`src/rtl/seqchk_pkg.sv`:
```
package seqchk_pkg;
  localparam int          WORD_W     = 64;
  localparam int          NUM_WORDS  = 8;
  localparam int          MATCH_GOAL = 6;
  localparam int          STEP_LIMIT = 40000;
  localparam logic [63:0] SEED       = 64'hB8820C7BD387E32C;
  localparam logic [63:0] POLY       = 64'h231DCEE91262B8A3;

  // One Galois shift step of the health-check sequence.
  function automatic logic [63:0] seq_advance(input logic [63:0] v);
    logic [63:0] sh;
    sh = v << 1;
    return v[63] ? (sh ^ POLY) : sh;
  endfunction
endpackage

```
`src/rtl/seqchk_wordbuf.sv`:
```
module seqchk_wordbuf #(
  parameter int WORD_W    = 64,
  parameter int NUM_WORDS = 8,
  localparam int IDX_W    = $clog2(NUM_WORDS)
) (
  input  logic                              clk,
  input  logic                              rst_n,
  input  logic                              lock_i,
  input  logic                              wr_en_i,
  input  logic [IDX_W-1:0]                  wr_idx_i,
  input  logic [WORD_W-1:0]                 wr_data_i,
  output logic [NUM_WORDS-1:0][WORD_W-1:0]  words_o
);
  for (genvar g = 0; g < NUM_WORDS; g++) begin : g_word
    logic sel;
    assign sel = wr_en_i && !lock_i && (wr_idx_i == IDX_W'(g));
    always_ff @(posedge clk or negedge rst_n) begin
      if (!rst_n)   words_o[g] <= '0;
      else if (sel) words_o[g] <= wr_data_i;
    end
  end
endmodule

```
`src/rtl/seqchk_matcher.sv`:
```
module seqchk_matcher #(
  parameter int WORD_W    = 64,
  parameter int NUM_WORDS = 8,
  localparam int NUM_CMP  = NUM_WORDS - 1,
  localparam int CNT_W    = $clog2(NUM_CMP + 1)
) (
  input  logic [NUM_WORDS-1:0][WORD_W-1:0] words_i,
  input  logic [WORD_W-1:0]                val_i,
  output logic [NUM_CMP-1:0]               eq_o,
  output logic [CNT_W-1:0]                 hits_o
);
  // word 0 is skipped on purpose
  for (genvar g = 1; g < NUM_WORDS; g++) begin : g_cmp
    assign eq_o[g-1] = (words_i[g] == val_i);
  end

  always_comb begin
    hits_o = '0;
    for (int i = 0; i < NUM_CMP; i++) hits_o = hits_o + CNT_W'(eq_o[i]);
  end
endmodule

```
`src/rtl/seqchk_ctrl.sv`:
```
module seqchk_ctrl
  import seqchk_pkg::*;
#(
  parameter int          GOAL       = 6,
  parameter int          STEP_LIMIT = 40000,
  parameter int          CNT_W      = 3,
  parameter int          TOT_W      = 4,
  parameter int          STEP_W     = 16,
  parameter logic [63:0] SEED_VAL   = 64'h0
) (
  input  logic              clk,
  input  logic              rst_n,
  input  logic              start_i,
  input  logic [CNT_W-1:0]  hits_i,
  output logic [63:0]       cur_val_o,
  output logic [TOT_W-1:0]  total_o,
  output logic              busy_o,
  output logic              goal_hit_o,
  output logic              last_step_o,
  output logic              done_o,
  output logic              pass_o,
  output logic [STEP_W-1:0] steps_o
);
  logic [TOT_W-1:0] sum;

  assign sum         = total_o + TOT_W'(hits_i);
  assign goal_hit_o  = busy_o && (sum >= TOT_W'(GOAL));
  assign last_step_o = busy_o && !goal_hit_o && (steps_o == STEP_W'(STEP_LIMIT - 1));

  always_ff @(posedge clk or negedge rst_n) begin
    if (!rst_n) begin
      cur_val_o <= SEED_VAL;
      total_o   <= '0;
      busy_o    <= 1'b0;
      done_o    <= 1'b0;
      pass_o    <= 1'b0;
      steps_o   <= '0;
    end else if (start_i) begin
      cur_val_o <= SEED_VAL;
      total_o   <= '0;
      busy_o    <= 1'b1;
      done_o    <= 1'b0;
      pass_o    <= 1'b0;
      steps_o   <= '0;
    end else begin
      done_o <= 1'b0;
      if (goal_hit_o) begin
        busy_o <= 1'b0;
        done_o <= 1'b1;
        pass_o <= 1'b1;
      end else if (busy_o) begin
        cur_val_o <= seq_advance(cur_val_o);
        total_o   <= sum;
        steps_o   <= steps_o + 1'b1;
        if (last_step_o) begin
          busy_o <= 1'b0;
          done_o <= 1'b1;
        end
      end
    end
  end
endmodule

```
`src/rtl/seqchk_top.sv`:
```
module seqchk_top
  import seqchk_pkg::*;
#(
  parameter int NWORDS = NUM_WORDS,
  parameter int GOAL   = MATCH_GOAL,
  parameter int LIMIT  = STEP_LIMIT,
  localparam int IDX_W  = $clog2(NWORDS),
  localparam int NCMP   = NWORDS - 1,
  localparam int CNT_W  = $clog2(NCMP + 1),
  localparam int TOT_W  = $clog2(GOAL + NCMP + 1),
  localparam int STEP_W = $clog2(LIMIT + 1)
) (
  input  logic              clk,
  input  logic              rst_n,
  input  logic              start_i,
  input  logic              wr_en_i,
  input  logic [IDX_W-1:0]  wr_idx_i,
  input  logic [63:0]       wr_data_i,
  output logic              done_o,
  output logic              pass_o,
  output logic [STEP_W-1:0] steps_o
);
  logic [NWORDS-1:0][63:0] words;
  logic [63:0]             cur_val;
  logic [NCMP-1:0]         eq_vec;
  logic [CNT_W-1:0]        hits;
  logic [TOT_W-1:0]        total;
  logic                    busy, goal_hit, last_step;

  seqchk_wordbuf #(.WORD_W(64), .NUM_WORDS(NWORDS)) u_buf (
    .clk(clk), .rst_n(rst_n), .lock_i(busy), .wr_en_i(wr_en_i),
    .wr_idx_i(wr_idx_i), .wr_data_i(wr_data_i), .words_o(words));

  seqchk_matcher #(.WORD_W(64), .NUM_WORDS(NWORDS)) u_match (
    .words_i(words), .val_i(cur_val), .eq_o(eq_vec), .hits_o(hits));

  seqchk_ctrl #(.GOAL(GOAL), .STEP_LIMIT(LIMIT), .CNT_W(CNT_W), .TOT_W(TOT_W),
                .STEP_W(STEP_W), .SEED_VAL(SEED)) u_ctrl (
    .clk(clk), .rst_n(rst_n), .start_i(start_i), .hits_i(hits),
    .cur_val_o(cur_val), .total_o(total), .busy_o(busy),
    .goal_hit_o(goal_hit), .last_step_o(last_step),
    .done_o(done_o), .pass_o(pass_o), .steps_o(steps_o));
endmodule

```
`config.mk`:
```
export PLATFORM = sky130hd
export DESIGN_NAME = seqchk_top
export DESIGN_NICKNAME = d
export VERILOG_FILES = /design/src/rtl/seqchk_pkg.sv /design/src/rtl/seqchk_wordbuf.sv /design/src/rtl/seqchk_matcher.sv /design/src/rtl/seqchk_ctrl.sv /design/src/rtl/seqchk_top.sv
export SDC_FILE = /design/constraint.sdc
export NUM_CORES = 1
export LEC_CHECK = 0
export CAP_MARGIN = 10
export CELL_PAD_IN_SITES_DETAIL_PLACEMENT = 0
export CELL_PAD_IN_SITES_GLOBAL_PLACEMENT = 1
export CORE_ASPECT_RATIO = 0.6
export CORE_MARGIN = 2
export CORE_UTILIZATION = 45
export CTS_CLUSTER_DIAMETER = 200
export DETAILED_ROUTE_END_ITERATION = 12
export DONT_BUFFER_PORTS = 1
export PLACE_DENSITY = 0.71
export SLEW_MARGIN = 25
export SYNTH_ARGS = -nofsm -noshare
export SYNTH_HDL_FRONTEND = slang
export SYNTH_SLANG_ARGS = --single-unit
```
`constraint.sdc`:
```
create_clock -name clk -period 14.9 [get_ports clk]
set_input_delay 0.745 -clock clk [delete_from_list [all_inputs] [get_ports clk]]
set_output_delay 0.745 -clock clk [all_outputs]
set_load 0.05 [all_outputs]
```
==> run summary, run 1 <==
status = finished clean
root buf cell = clkbuf_16
Starting Density = 0.459
CTS max path bufs = 3
global placer's final weighted congestion = 0.909
initial antenna violation count = 7
Max Fclk = 0.130 GHz
Slowest Stage Delay on Critical Path = 0.92 ns
number of buffers added on ports = 0
R2R cell count = 20
max cap viols = 0
routed len/inst = 31.0 um
Avg Cell Area, Syn = 12.7 um2
VDD IR max = 0.0000882 V
post-synthesis cell count = 2040
Period minus WS final = 7.68 ns
Via-to-Cell Ratio = 5.92
final wirelength = 86100 um
static leakage = 12.9 nW
overall die area = 59400 um2
Skew-Pair Late Insertion Delay = 0.60 ns
CTS Buf Count = 51
Sinks on Clock Net = 535
dpl hpwl = 58800 um
Yosys warnings = 0
Worst EP required = 15.42 ns
top area cells in the synthesized netlist = dfrtp_1 (49%), mux2_2 (20%), xnor2_1 (10%)
CTS tree = yes
cts repair resizes = 0
PD cells = 117 nW/um2
R2R setup slack = 7.22 ns
most frequent cells in the layout = dfrtp_1 (504), mux2_2 (448), xnor2_1 (294)
CTS H-Tree Depth = 2
Setup TNS = 0 ns
Routed Antenna Nets = 0
Synth area leader = dfrtp_1
CP top delay family = adder cells
area share of the largest cell type after synthesis = 0.488
share of layout cells above drive strength 1 = 0.293
crit end category = flip-flop
worst r2r src = u_ctrl.cur_val_o[63]$_DFFE_PN1P_
commonest non-fill, non-tap cell in the layout = dfrtp_1
fill count = 4961
Hold Path Class = input pin to async pin
clock skew = 0.0153 ns
Worst-path clk slew = 0.06 ns
fin util = 0.501
DIE WIDTH = 313 um
Via Count = 16400
CP max stage cell = dfstp_2
Max Slew Vio Count = 0
WP buf/inv = 5
Post-Place Cells = 2675
critical path data arrival time = 8.20 ns
number of iterations in the first detailed-routing pass = 7
fin nets = 2057
Core Area = 56300 um2
critical path type = flip-flop to flip-flop
Distinct cells, synth = 39
register area share after synthesis = 0.520
Global Route Usage Sum = 0.291
worst rel slew slack = 0.209
global-route wire length before repair = 123000 um
synthesis-to-finish area growth = 9.05%
Finish-stage setup viols = 0
worst path cell trace = buf_4 -> xor2_1 -> nor4_1 -> nand4_1 -> nor4_1 -> ha_1 -> inv_1 -> fa_1 -> fa_1 -> inv_1 -> ha_1 -> fa_1 -> inv_1 -> fa_1 -> or2_2 -> a21oi_2 -> or3_2 -> buf_4 -> nor2_1 -> a211o_1
largest net degree at the start of global routing = 505
worst slew pin tran = 1.18 ns
I/O pin total = 89
crit path max fanout = 39
Tcrit/Tclk final = 0.515
worst hold slack = 0.0255 ns
CP dominant cell by count = fa_1
RSZ-0062 raised after global routing = no
DR DRC count = 0
Synth Register Bits = 535
final hold violation count = 0
R2R Path End = u_ctrl.cur_val_o[43]$_DFFE_PN1P_
Vert. Die Dim = 190 um
grt total ovfl = 0
synthesized area = 25800 um2
final std cells w/o fill = 2776
startpoint types = flip-flop
initial drt markers = 1823
row count = 67
number of global-route vias before repair = 16000
Post-Syn Nets = 2122
report_power, final:
group / internal [mW] / switching (mW)
Combinational: 0.154 / 0.192
Sequential: 1.53 / 0.123
Clock: 0.727 / 0.581
worst reg2reg max path: cells and delay by family (launching register included):
kind / cells / cell delay (ns)
flip-flops: 1 / 0.92
adder cells (fa/ha/maj): 6 / 2.49
buffers and inverters: 5 / 1.35
AND/OR/NAND/NOR: 6 / 2.01
XOR/XNOR: 1 / 0.14
AO/OA/AOI/OAI: 2 / 0.68
worst max path at each step:
stage                                      from                               end  slack (ns)  depth (start not counted)
2_1_floorplan  u_ctrl.cur_val_o[38]$_DFFE_PN1P_    u_ctrl.steps_o[10]$_DFFE_PN0P_        9.30                         21
3_3_place_gp   u_ctrl.cur_val_o[63]$_DFFE_PN1P_  u_ctrl.cur_val_o[13]$_DFFE_PN1P_        7.39                         20
3_5_place_dp   u_ctrl.cur_val_o[63]$_DFFE_PN1P_  u_ctrl.cur_val_o[42]$_DFFE_PN1P_        7.27                         20
4_1_cts        u_ctrl.cur_val_o[63]$_DFFE_PN1P_  u_ctrl.cur_val_o[43]$_DFFE_PN1P_        7.26                         20
5_1_grt        u_ctrl.cur_val_o[63]$_DFFE_PN1P_  u_ctrl.cur_val_o[43]$_DFFE_PN1P_        6.88                         20
6_report       u_ctrl.cur_val_o[63]$_DFFE_PN1P_  u_ctrl.cur_val_o[43]$_DFFE_PN1P_        7.22                         20
Yosys cell counts, drive strengths merged:
library cell / number
a211o: 13
a211oi: 17
a21o: 1
a21oi: 30
a31o: 1
and2: 1
and3: 4
buf: 52
clkbuf: 89
dfrtp: 504
dfstp: 31
fa: 4
ha: 7
inv: 10
mux2: 448
mux2i: 1
nand2: 83
nand2b: 3
nand3: 7
nand3b: 22
nand4: 84
nor2: 41
nor3: 3
nor3b: 5
nor4: 76
nor4b: 1
o21ai: 2
o21ba: 1
o31a: 1
o31ai: 3
or2: 1
or3: 5
or4: 2
xnor2: 294
xor2: 193
sequential cells by signal, summed over array words and instances (netlist names):
name,count
u_ctrl.busy_o,1
u_ctrl.total_o,4
u_ctrl.pass_o,1
u_buf.words_o,448
u_ctrl.cur_val_o,64
u_ctrl.done_o,1
u_ctrl.steps_o,16
layout make-up:
cell class	instances	area, um2	area share
Antenna cell	2	5.00	0.000178
Tap cell	759	950	0.0337
Clock inverter	7	35.0	0.00124
Clock buffer	86	1600	0.0568
Sequential cell	535	13400	0.476
Inverter	10	37.5	0.00133
Multi-Input combinational cell	1354	11800	0.420
Timing Repair Buffer	23	293	0.0104
metal layers:
metal  up-vias  GRT usage  part of all wire
li1       6927          -                 -
met1      8744      0.457              0.48
met2       656      0.393              0.40
met3       105     0.0872              0.10
met4         0     0.0567             0.019
met5         -          0                 0
what timing repair did:
action | 4_1_cts | 5_1_grt
setup endpoints to repair | 0 | 0
hold endpoints to repair | 504 | 0
hold buffers | 2 | 0
setup buffers | 0 | 0
cells by family after synthesis:
family | share of synthesized area
AO/OA/AOI/OAI | 0.0181
AND/OR/NAND/NOR | 0.0708
multiplexers | 0.196
XOR/XNOR | 0.165
buffers and inverters | 0.0243
flip-flops | 0.520
adder cells (fa/ha/maj) | 0.00649
metrics by stage:
stage               instance area [um2]  power (mW)  worst slack [ns]
finish                            28200        3.30              7.22
global route                      28200        3.41              6.88
CTS                               28100        3.31              7.26
detailed placement                26400        1.98              7.27
global placement                  26400        1.97              7.39
floorplan                         25800        1.84              9.30
Power figures use the tool's default switching activity.
==> inputs of run 2 (changes only) <==
- clock period: 14.9 -> 7.9 ns (I/O delays scaled with it)
==> run 2 against run 1 <==
Compared with the run above: the run now ends with hold timing, slew limit left; sequential power grew 87%; setup slack lost 6.4 ns; largest power group unchanged; total power grew 93%; non-clock buffer count grew 70; critical path type unchanged; register-to-register slack lost 6.4 ns; hold slack lost 0.48 ns; sequential cell count is the same; highest routed layer is now met5.
==> run summary, run 2 (synthesis gave the netlist of run 1 again) <==
Finish-stage setup viols = 0
crit end category = flip-flop
status = finished, violations left
Via-to-Cell Ratio = 5.88
Worst EP required = 8.42 ns
dpl hpwl = 59600 um
max cap viols = 0
number of iterations in the first detailed-routing pass = 5
pre-CTS setup slack = 1.06 ns
Max Slew Vio Count = 179
commonest non-fill, non-tap cell in the layout = dfrtp_1
CTS max path bufs = 3
Via Count = 16800
worst rel slew slack = -0.236
worst setup margin = 0.863 ns
overall die area = 59400 um2
share of layout cells above drive strength 1 = 0.288
initial drt markers = 1824
number of global-route vias before repair = 16600
clock skew = 0.0141 ns
RSZ-0062 raised after global routing = no
CTS tree = yes
global placer's final weighted congestion = 0.947
Starting Density = 0.459
max reg flops = 448
design area = 28900 um2
largest net degree at the start of global routing = 536
R2R setup slack = 0.86 ns
startpoint types = flip-flop
root buf cell = clkbuf_16
Core Area = 56300 um2
I/O pin total = 89
CTS H-Tree Depth = 2
CP max stage cell = nor4_1
number of buffers added on ports = 0
Worst-path clk slew = 0.06 ns
grt total ovfl = 0
DR DRC count = 0
routed len/inst = 30.9 um
critical path data arrival time = 7.56 ns
row count = 67
final wirelength = 88100 um
most frequent cells in the layout = dfrtp_1 (504), mux2_2 (448), xnor2_1 (293)
Period minus WS final = 7.04 ns
failing checks = hold timing, slew limit
Global Route Usage Sum = 0.298
Vert. Die Dim = 190 um
Reg with most FFs = u_buf.words_o
Largest regs = u_buf.words_o (448), u_ctrl.cur_val_o (64), u_ctrl.steps_o (16)
fin nets = 2127
cts repair resizes = 0
Slowest Stage Delay on Critical Path = 1.05 ns
global-route wire length before repair = 125000 um
Setup TNS = 0 ns
Max Fclk = 0.142 GHz
CP dominant cell by count = fa_1
worst slew pin tran = 1.85 ns
# hold bufs at CTS = 66
dpl cell area = 26500 um2
Hold Path Class = input pin to async pin
PD cells = 221 nW/um2
Routed Antenna Nets = 0
worst path cell trace = xnor2_1 -> nand4_1 -> nor4_1 -> nand4_1 -> fa_1 -> fa_1 -> inv_1 -> ha_1 -> fa_1 -> inv_1 -> fa_1 -> or2_2 -> a21oi_2 -> or3_2 -> buf_12 -> nor2_1 -> a211o_1
Sinks on Clock Net = 535
crit path max fanout = 64
VDD IR max = 0.000153 V
worst hold slack = -0.457 ns
static leakage = 13.1 nW
Tcrit/Tclk final = 0.891
initial antenna violation count = 13
CTS Buf Count = 51
critical path type = flip-flop to flip-flop
final hold violation count = 510
Skew-Pair Late Insertion Delay = 0.60 ns
Post-CTS Setup Bufs = 0
synthesis-to-finish area growth = 11.9%
DIE WIDTH = 313 um
-- run 2: metal layers --
layer | up-vias | global-route usage | routed length (um)
li1 | 7058 | - | -
met1 | 8874 | 0.448 | 40800
met2 | 695 | 0.394 | 34700
met3 | 118 | 0.121 | 10500
met4 | 10 | 0.0697 | 2010
met5 | - | 0 | 49
-- run 2: final cells by class --
type / count / area [um2]
clock inverters: 9 / 123
clock buffers: 84 / 1580
well taps: 759 / 950
diodes: 6 / 15.0
fillers: 4930 / 27300
repair buffers: 93 / 926
inverters: 10 / 37.5
multi-input cells: 1354 / 11900
flip-flops and latches: 535 / 13400
-- run 2: final timing paths --
kind | startpoint | to | cells past startpoint
hold / removal | rst_n | u_buf.words_o[344]$_DFFE_PN0P_ | 0
min in group clk | wr_idx_i[0] | u_buf.words_o[444]$_DFFE_PN0P_ | 2
setup reg to reg | u_ctrl.cur_val_o[32]$_DFFE_PN1P_ | u_ctrl.cur_val_o[43]$_DFFE_PN1P_ | 17
hold reg to reg | u_buf.words_o[82]$_DFFE_PN0P_ | u_buf.words_o[82]$_DFFE_PN0P_ | 1
setup / recovery | u_ctrl.cur_val_o[32]$_DFFE_PN1P_ | u_ctrl.cur_val_o[43]$_DFFE_PN1P_ | 17
max in group asynchronous | rst_n | u_buf.words_o[168]$_DFFE_PN0P_ | 0
-- run 2: stage by stage --
step                total power, mW  hold WS (ns)  utilization  cells
floorplan                      3.48        0.0994            -   2040
global placement               3.75         0.137        0.470   2684
detailed placement             3.75         0.139        0.471   2684
CTS                            6.38        -0.495        0.513   2843
global route                   6.58        -0.491        0.514   2848
finish                         6.38        -0.457        0.514   2850
-- run 2: worst max-delay path, delay by kind of cell, from the launching register on --
kind                       cells  cell delay, ns
and+or+nand+nor                6            2.46
adders and majority gates      5            2.31
buffers and inverters          3            0.50
AOI/OAI and AO/OA              2            0.64
DFF                            1            0.83
xor gates and xnor gates       1            0.17
-- run 2: power breakdown --
part / switching (mW) / leakage [nW] / internal (mW)
sequential: 0.210 / 7.20 / 2.88
clock: 1.10 / 0.836 / 1.46
combinational: 0.415 / 5.11 / 0.313
total: 1.72 / 13.1 / 4.65
